==> config.mk <==
export PLATFORM = sky130hd
export DESIGN_NAME = pac_cache
export DESIGN_NICKNAME = d
export VERILOG_FILES = /design/src/rtl/pac_pkg.sv /design/src/rtl/pac_store.sv /design/src/rtl/pac_match.sv /design/src/rtl/pac_ctrl.sv /design/src/rtl/pac_cache.sv
export SDC_FILE = /design/constraint.sdc
export NUM_CORES = 1
export LEC_CHECK = 0
export CORE_MARGIN = 5
export CORE_UTILIZATION = 55
export DETAILED_ROUTE_END_ITERATION = 12
export HOLD_SLACK_MARGIN = 0.08
export PLACE_DENSITY = 0.72
export SETUP_SLACK_MARGIN = 0.1
export SYNTH_ARGS = -nofsm -noshare
export SYNTH_HDL_FRONTEND = slang
export SYNTH_HIERARCHICAL = 1
export SYNTH_SLANG_ARGS = --single-unit
==> constraint.sdc <==
create_clock -name clk -period 13.2 [get_ports clk]
set_input_delay 1.32 -clock clk [delete_from_list [all_inputs] [get_ports clk]]
set_output_delay 1.32 -clock clk [all_outputs]
set_load 0.005 [all_outputs]
==> src/rtl/pac_pkg.sv <==
// Shared types for the pseudo-associative cache controller.
// Assumes nothing beyond the 1800-2017 language.
package pac_pkg;

    // Controller sequencing: home compare, partner compare, miss wait.
    typedef enum logic [1:0] {
        ST_IDLE = 2'd0,
        ST_ALT  = 2'd1,
        ST_MISS = 2'd2
    } pac_state_t;

endpackage

==> src/rtl/pac_store.sv <==
// Slot storage: DEPTH lines of {valid, tag, data}, two read ports and two
// write ports. Assumes the two write ports never target the same slot in
// one cycle (the controller always writes a home/partner pair).
module pac_store #(
    parameter int IDX_W  = 3,
    parameter int LINE_W = 23
) (
    input  logic              clk,
    input  logic              rst_n,
    input  logic [IDX_W-1:0]  rd0_idx,
    input  logic [IDX_W-1:0]  rd1_idx,
    output logic [LINE_W-1:0] rd0_line,
    output logic [LINE_W-1:0] rd1_line,
    input  logic              wr0_en,
    input  logic [IDX_W-1:0]  wr0_idx,
    input  logic [LINE_W-1:0] wr0_line,
    input  logic              wr1_en,
    input  logic [IDX_W-1:0]  wr1_idx,
    input  logic [LINE_W-1:0] wr1_line
);
    localparam int DEPTH = 1 << IDX_W;

    logic [LINE_W-1:0] slot_q [DEPTH];

    // Clear all slots on reset, otherwise apply the two write ports.
    always_ff @(posedge clk) begin
        if (!rst_n) begin
            for (int i = 0; i < DEPTH; i++) slot_q[i] <= '0;
        end else begin
            if (wr0_en) slot_q[wr0_idx] <= wr0_line;
            if (wr1_en) slot_q[wr1_idx] <= wr1_line;
        end
    end

    // Asynchronous read of both probe slots.
    always_comb begin
        rd0_line = slot_q[rd0_idx];
        rd1_line = slot_q[rd1_idx];
    end
endmodule

==> src/rtl/pac_match.sv <==
// Tag comparator for one slot: reports a hit when the slot is valid and its
// stored tag equals the probe tag, and forwards the slot data.
// Assumes line layout {valid, tag, data} with valid in the top bit.
module pac_match #(
    parameter int TAG_W  = 6,
    parameter int DATA_W = 16
) (
    input  logic [TAG_W+DATA_W:0] line,
    input  logic [TAG_W-1:0]      probe_tag,
    output logic                  hit,
    output logic [DATA_W-1:0]     data
);
    // Compare the stored tag and qualify with the valid bit.
    always_comb begin
        hit  = line[TAG_W+DATA_W] && (line[TAG_W+DATA_W-1:DATA_W] == probe_tag);
        data = line[DATA_W-1:0];
    end
endmodule

==> src/rtl/pac_ctrl.sv <==
// Probe sequencer. Accepts a request when idle and no response is showing,
// compares the home slot that cycle, the partner slot the next, then waits
// for a fill. Exchanges the pair on a partner hit; on a fill places the new
// line home and moves the old home line to the partner slot.
// Assumes the requester holds req_addr stable until rsp_ready.
module pac_ctrl
    import pac_pkg::*;
#(
    parameter int ADDR_W = 8,
    parameter int IDX_W  = 3,
    parameter int DATA_W = 16,
    parameter int TAG_W  = ADDR_W - IDX_W + 1,
    parameter int LINE_W = 1 + TAG_W + DATA_W
) (
    input  logic              clk,
    input  logic              rst_n,
    input  logic              req_valid,
    input  logic [ADDR_W-1:0] req_addr,
    output logic [IDX_W-1:0]  home_idx,
    output logic [IDX_W-1:0]  part_idx,
    output logic [TAG_W-1:0]  probe_tag,
    input  logic              home_hit,
    input  logic              part_hit,
    input  logic [DATA_W-1:0] home_data,
    input  logic [DATA_W-1:0] part_data,
    input  logic [LINE_W-1:0] home_line,
    input  logic [LINE_W-1:0] part_line,
    output logic              wr0_en,
    output logic [IDX_W-1:0]  wr0_idx,
    output logic [LINE_W-1:0] wr0_line,
    output logic              wr1_en,
    output logic [IDX_W-1:0]  wr1_idx,
    output logic [LINE_W-1:0] wr1_line,
    output logic              rsp_ready,
    output logic [DATA_W-1:0] rsp_rdata,
    output logic              mem_req,
    output logic [ADDR_W-1:0] mem_addr,
    input  logic              mem_fill_valid,
    input  logic [DATA_W-1:0] mem_fill_data
);
    localparam logic [IDX_W-1:0] HALF_BIT = {1'b1, {(IDX_W-1){1'b0}}};

    pac_state_t        state_q, state_d;
    logic [ADDR_W-1:0] addr_q;
    logic [ADDR_W-1:0] cur_addr;
    logic              accept;
    logic              ready_d;
    logic [DATA_W-1:0] rdata_d;
    logic              ready_q;
    logic [DATA_W-1:0] rdata_q;

    // Probe address: live request while idle, latched address afterwards.
    always_comb begin
        cur_addr  = (state_q == ST_IDLE) ? req_addr : addr_q;
        home_idx  = cur_addr[IDX_W-1:0];
        part_idx  = cur_addr[IDX_W-1:0] ^ HALF_BIT;
        probe_tag = cur_addr[ADDR_W-1:IDX_W-1];
        accept    = (state_q == ST_IDLE) && req_valid && !ready_q;
    end

    // Next state, response and slot updates for each probe step.
    always_comb begin
        state_d  = state_q;
        ready_d  = 1'b0;
        rdata_d  = rdata_q;
        wr0_en   = 1'b0;
        wr0_idx  = home_idx;
        wr0_line = part_line;
        wr1_en   = 1'b0;
        wr1_idx  = part_idx;
        wr1_line = home_line;
        unique case (state_q)
            ST_IDLE: begin
                if (accept) begin
                    if (home_hit) begin
                        ready_d = 1'b1;
                        rdata_d = home_data;
                    end else begin
                        state_d = ST_ALT;
                    end
                end
            end
            ST_ALT: begin
                if (part_hit) begin
                    ready_d = 1'b1;
                    rdata_d = part_data;
                    wr0_en  = 1'b1;
                    wr1_en  = 1'b1;
                    state_d = ST_IDLE;
                end else begin
                    state_d = ST_MISS;
                end
            end
            ST_MISS: begin
                if (mem_fill_valid) begin
                    ready_d  = 1'b1;
                    rdata_d  = mem_fill_data;
                    wr0_en   = 1'b1;
                    wr0_line = {1'b1, probe_tag, mem_fill_data};
                    wr1_en   = 1'b1;
                    state_d  = ST_IDLE;
                end
            end
            default: state_d = ST_IDLE;
        endcase
    end

    // State, latched address and registered response.
    always_ff @(posedge clk) begin
        if (!rst_n) begin
            state_q <= ST_IDLE;
            addr_q  <= '0;
            ready_q <= 1'b0;
            rdata_q <= '0;
        end else begin
            state_q <= state_d;
            ready_q <= ready_d;
            rdata_q <= rdata_d;
            if (accept) addr_q <= req_addr;
        end
    end

    // Drive the response and lower-memory request from registers.
    always_comb begin
        rsp_ready = ready_q;
        rsp_rdata = rdata_q;
        mem_req   = (state_q == ST_MISS);
        mem_addr  = addr_q;
    end
endmodule

==> src/rtl/pac_cache.sv <==
// Top of the pseudo-associative read cache: storage, two tag comparators
// (home and partner) and the probe sequencer.
// Assumes one outstanding request and a held request until rsp_ready.
module pac_cache #(
    parameter int ADDR_W = 8,
    parameter int IDX_W  = 3,
    parameter int DATA_W = 16
) (
    input  logic              clk,
    input  logic              rst_n,
    input  logic              req_valid,
    input  logic [ADDR_W-1:0] req_addr,
    output logic              rsp_ready,
    output logic [DATA_W-1:0] rsp_rdata,
    output logic              mem_req,
    output logic [ADDR_W-1:0] mem_addr,
    input  logic              mem_fill_valid,
    input  logic [DATA_W-1:0] mem_fill_data
);
    localparam int TAG_W  = ADDR_W - IDX_W + 1;
    localparam int LINE_W = 1 + TAG_W + DATA_W;
    localparam int NPROBE = 2;

    logic [IDX_W-1:0]  home_idx, part_idx;
    logic [TAG_W-1:0]  probe_tag;
    logic [LINE_W-1:0] probe_line [NPROBE];
    logic              probe_hit  [NPROBE];
    logic [DATA_W-1:0] probe_data [NPROBE];
    logic              wr0_en, wr1_en;
    logic [IDX_W-1:0]  wr0_idx, wr1_idx;
    logic [LINE_W-1:0] wr0_line, wr1_line;
    logic [LINE_W-1:0] rd0_line, rd1_line;

    pac_store #(.IDX_W(IDX_W), .LINE_W(LINE_W)) u_store (
        .clk(clk), .rst_n(rst_n),
        .rd0_idx(home_idx), .rd1_idx(part_idx),
        .rd0_line(rd0_line), .rd1_line(rd1_line),
        .wr0_en(wr0_en), .wr0_idx(wr0_idx), .wr0_line(wr0_line),
        .wr1_en(wr1_en), .wr1_idx(wr1_idx), .wr1_line(wr1_line)
    );

    // Route the two read ports to the probe comparators.
    always_comb begin
        probe_line[0] = rd0_line;
        probe_line[1] = rd1_line;
    end

    for (genvar p = 0; p < NPROBE; p++) begin : g_probe
        pac_match #(.TAG_W(TAG_W), .DATA_W(DATA_W)) u_match (
            .line(probe_line[p]), .probe_tag(probe_tag),
            .hit(probe_hit[p]), .data(probe_data[p])
        );
    end

    pac_ctrl #(.ADDR_W(ADDR_W), .IDX_W(IDX_W), .DATA_W(DATA_W)) u_ctrl (
        .clk(clk), .rst_n(rst_n),
        .req_valid(req_valid), .req_addr(req_addr),
        .home_idx(home_idx), .part_idx(part_idx), .probe_tag(probe_tag),
        .home_hit(probe_hit[0]), .part_hit(probe_hit[1]),
        .home_data(probe_data[0]), .part_data(probe_data[1]),
        .home_line(probe_line[0]), .part_line(probe_line[1]),
        .wr0_en(wr0_en), .wr0_idx(wr0_idx), .wr0_line(wr0_line),
        .wr1_en(wr1_en), .wr1_idx(wr1_idx), .wr1_line(wr1_line),
        .rsp_ready(rsp_ready), .rsp_rdata(rsp_rdata),
        .mem_req(mem_req), .mem_addr(mem_addr),
        .mem_fill_valid(mem_fill_valid), .mem_fill_data(mem_fill_data)
    );
endmodule

==> results.py <==
metrics = {
    "final_layout": {
        "final_cells": 1414,
        "nFillCells": 2075,
        "layout-drive-gt1-share_pct": 30.0,
        "num_antenna_cells": 0,
        "area_delta_synth_final_pct": 5.08,
        "stdcell_area_mm2": 0.0156,
        "nNetsFinal": 1092,
    },
    "cts": {
        "path_clk_slew_ps": 60,
        "clockBufferDepth": 3,
        "cts_root_buffer": "clkbuf_16",
        "cts_buffers": 22,
        "cts_tree": "yes",
        "numClockSinks": 211,
        "cts_resized": 0,
        "ctsHoldBuffers": 0,
        "clk_latency_ps": 520,
        "post_cts_buffers": 0,
        "cts.htree.levels": 1,
    },
    "global_routing": {
        "antenna_found_initial": 0,
        "grt_overflow": 0,
        "grt_pass1_wl_mm": 56.2,
        "grt_pass1_vias": 9329,
        "grt_util_all_layers_pct": 23.8,
        "grt_max_degree": 70,
    },
    "critical_path": {
        "crit_start": "req_addr[0]",
        "rrSetupSlack_ps": 6410,
        "cp_top_family": "simple AND/OR/NAND/NOR gates",
        "crit_cells": 14,
        "r2r-start": "u_ctrl/state_q[0]$_SDFFE_PN0P_",
        "critPathCaptureType": "flop",
        "crit_end": "u_store/slot_q[2][16]$_DFFE_PP_",
        "r2r_end": "u_store/slot_q[2][16]$_DFFE_PP_",
        "crit_required_ps": 13400,
        "cp_max_fo": 47,
        "startpoint_type": "input pin",
        "crit_type": "input pin to flop",
        "arrival_ps": 7190,
        "crit_top_cell": "buf_4",
        "path_buf_inv": 3,
        "reg2reg_depth": 15,
        "cp_cell_sequence": "clkdlybuf4s50_1 -> mux2_4 -> mux4_1 -> mux2_2 -> xnor2_1 -> nand4_1 -> nor4_2 -> nand2_1 -> a21boi_0 -> buf_4 -> nor3b_2 -> nand3_2 -> o211ai_1 -> buf_4",
        "cpPeakStageDelay_ps": 980,
        "slowest_stage": "o211ai_1",
    },
    "synthesis": {
        "synth-seq-cells": 211,
        "synth-async-reset-ratio_pct": 0,
        "synthTopCellsByArea": "edfxtp_1 (37%), mux2_2 (14%), mux4_1 (11%)",
        "syn_nets": 1151,
        "yosysTopAreaCellShare_pct": 37.2,
        "synth_edf_count": 184,
        "synth_warnings": 6,
        "syn_area_per_cell_um2": 13.3,
        "synth_cell_types": 47,
        "ys_seq_area_share_pct": 40.9,
        "ys.flop_type": "edfxtp_1",
        "yosys-top-cells-count": "edfxtp_1 (184), nor2_1 (184), mux2_2 (178)",
        "synth_top_cell_by_area": "edfxtp_1",
        "synthCells": 1118,
        "syn_area_mm2": 0.0148,
    },
    "sta": {
        "worst_slew_pin_slew_ps": 1250,
        "finalSetupViolations": 0,
        "fin_skew_ps": 14.7,
        "slew_headroom_pct": 16.1,
        "fin_crit_sh_pct": 52.9,
        "rsz0062_at_grt": "no",
        "maxSlewViolCount": 0,
        "period_minus_slack_ps": 6990,
        "finalSetupTns_ps": 0,
        "max_clock_freq_mhz": 143,
        "hold_viol": 0,
    },
    "floorplanning": {
        "ios": 54,
        "fp-row-count": 60,
        "die_w_um": 174,
        "dieArea_mm2": 0.0304,
        "dieHeight_um": 174,
        "start_util_pct": 55.5,
        "core-area_mm2": 0.0267,
    },
    "routing": {
        "dr_total_vias": 9258,
        "dr.pass1.iters": 7,
        "vias_per_cell": 6.55,
        "ant_nets": 0,
        "wl_mm": 37.0,
        "drt-initial-drc-count": 883,
        "wl_per_cell_um": 26.2,
        "drc": 0,
    },
    "job": {
        "maxCapViolations": 0,
    },
    "pwr": {
        "p_switching_uw": 937,
        "leakage_uw": 0.00590,
        "ir_drop_mv": 0.103,
        "power_density_mw_per_mm2": 166,
        "p_sw_share_pct": 36.2,
        "share_clk_of_total_power_pct": 24.0,
        "pwr-share-seq_pct": 31.4,
        "power_uw": 2590,
        "power.internal_uw": 1650,
        "p_comb_share_pct": 44.7,
    },
    "placed_design": {
        "place_hpwl_mm": 21.7,
        "dp.cells": 1376,
        "place.gp.congestion": 0.796,
        "place_area_mm2": 0.0149,
        "io_buffers": 53,
    },
    "worst_hold_path": {
        "min_path_cells": 2,
        "min_path_type": "flop to flop",
    },
    "run_status": {
        "status": "finished clean",
    },
}
==> power by group through the flow <==
stage	Combinational (µW)	Sequential [µW]	Clock, µW
floorplan	1030	820	0
global placement	1120	823	0
detailed placement	1140	826	0
CTS	1140	812	630
global route	1220	818	657
finish	1160	812	620
==> worst min-delay path by stage <==
| stage | start | to | slack, ps |
|---|---|---|---|
| 5_1_grt | u_ctrl/rsp_rdata[15]$_SDFFE_PN0P_ | u_ctrl/rsp_rdata[15]$_SDFFE_PN0P_ | 480 |
| 6_report | u_ctrl/rsp_rdata[15]$_SDFFE_PN0P_ | u_ctrl/rsp_rdata[15]$_SDFFE_PN0P_ | 460 |
| 2_1_floorplan | u_ctrl/rsp_rdata[0]$_SDFFE_PN0P_ | u_ctrl/rsp_rdata[0]$_SDFFE_PN0P_ | 450 |
| 4_1_cts | u_ctrl/rsp_rdata[15]$_SDFFE_PN0P_ | u_ctrl/rsp_rdata[15]$_SDFFE_PN0P_ | 460 |
| 3_5_place_dp | u_ctrl/rsp_rdata[15]$_SDFFE_PN0P_ | u_ctrl/rsp_rdata[15]$_SDFFE_PN0P_ | 450 |
| 3_3_place_gp | u_ctrl/rsp_rdata[8]$_SDFFE_PN0P_ | u_ctrl/rsp_rdata[8]$_SDFFE_PN0P_ | 440 |
==> state kept, by name, summed over array words and instances (netlist names) <==
signal            cells
u_ctrl/mem_addr       8
u_ctrl/rsp_rdata     16
u_ctrl/rsp_ready      1
u_ctrl/state_q        2
u_store/slot_q      184
==> through the flow <==
step	hold WS [ps]	setup slack (ps)	utilization, %
2_1_floorplan	454	7110	-
3_3_place_gp	443	5930	55.8
3_5_place_dp	452	5690	55.8
4_1_cts	461	6170	58.4
5_1_grt	484	5950	58.4
6_report	457	6210	58.4
==> logic make-up (layout without fill, tap and decap cells) <==
logic type	count (synthesis)	after routing	synth area share [%]
buf+inv	160	115	7.77
mux	377	377	37.9
simple gates	292	292	9.54
compound gates	61	61	2.81
xor+xnor	12	12	0.708
flops	211	211	40.9
fa+ha+maj	5	5	0.422
==> cells in the final DEF, fill, tap and decap left out, types with 6 or more instances in the layout <==
cell and count:
buf_4 20, xnor2_1 6, a21o_1 16, nand3_1 23, nor2b_1 9, nand3b_1 27, xor2_1 6, mux4_1 62
nor2_1 184, a22oi_1 16, clkbuf_16 23, nand2_1 24, mux2_1 42, mux4_2 30, mux2_4 40, o21ai_0 19
edfxtp_1 184, clkdlybuf4s50_1 52, mux2_2 176, dfxtp_1 27, mux2i_1 26
==> metal layers <==
layer / GRT usage [%] / vias to the layer above / wire (µm)
met3: 5.02 / 69 / 3280
met4: 5.71 / 0 / 814
met5: 0 / - / 0
met2: 39.9 / 437 / 17500
met1: 32.1 / 4646 / 15400
li1: - / 4106 / -
==> final cells by class <==
cell class / instances / area [µm²] / area share (%)
clock buffer: 27 / 591 / 3.79
clock inverter: 11 / 103 / 0.658
inverter: 5 / 18.8 / 0.120
multi-input combinational: 747 / 7720 / 49.5
sequential: 211 / 6070 / 38.9
tap: 341 / 427 / 2.74
timing repair buffer: 72 / 671 / 4.30
==> worst reg2reg max path: cells and delay by family, from the launching register on <==
family          cells  cell delay, ps
xor+xnor            1             160
buf+inv             3             720
mux                 3            1760
flops               1             340
fa+ha+maj           1             550
compound gates      2            1220
simple gates        5            1750
Note: power is estimated with default switching activity, not from simulation.
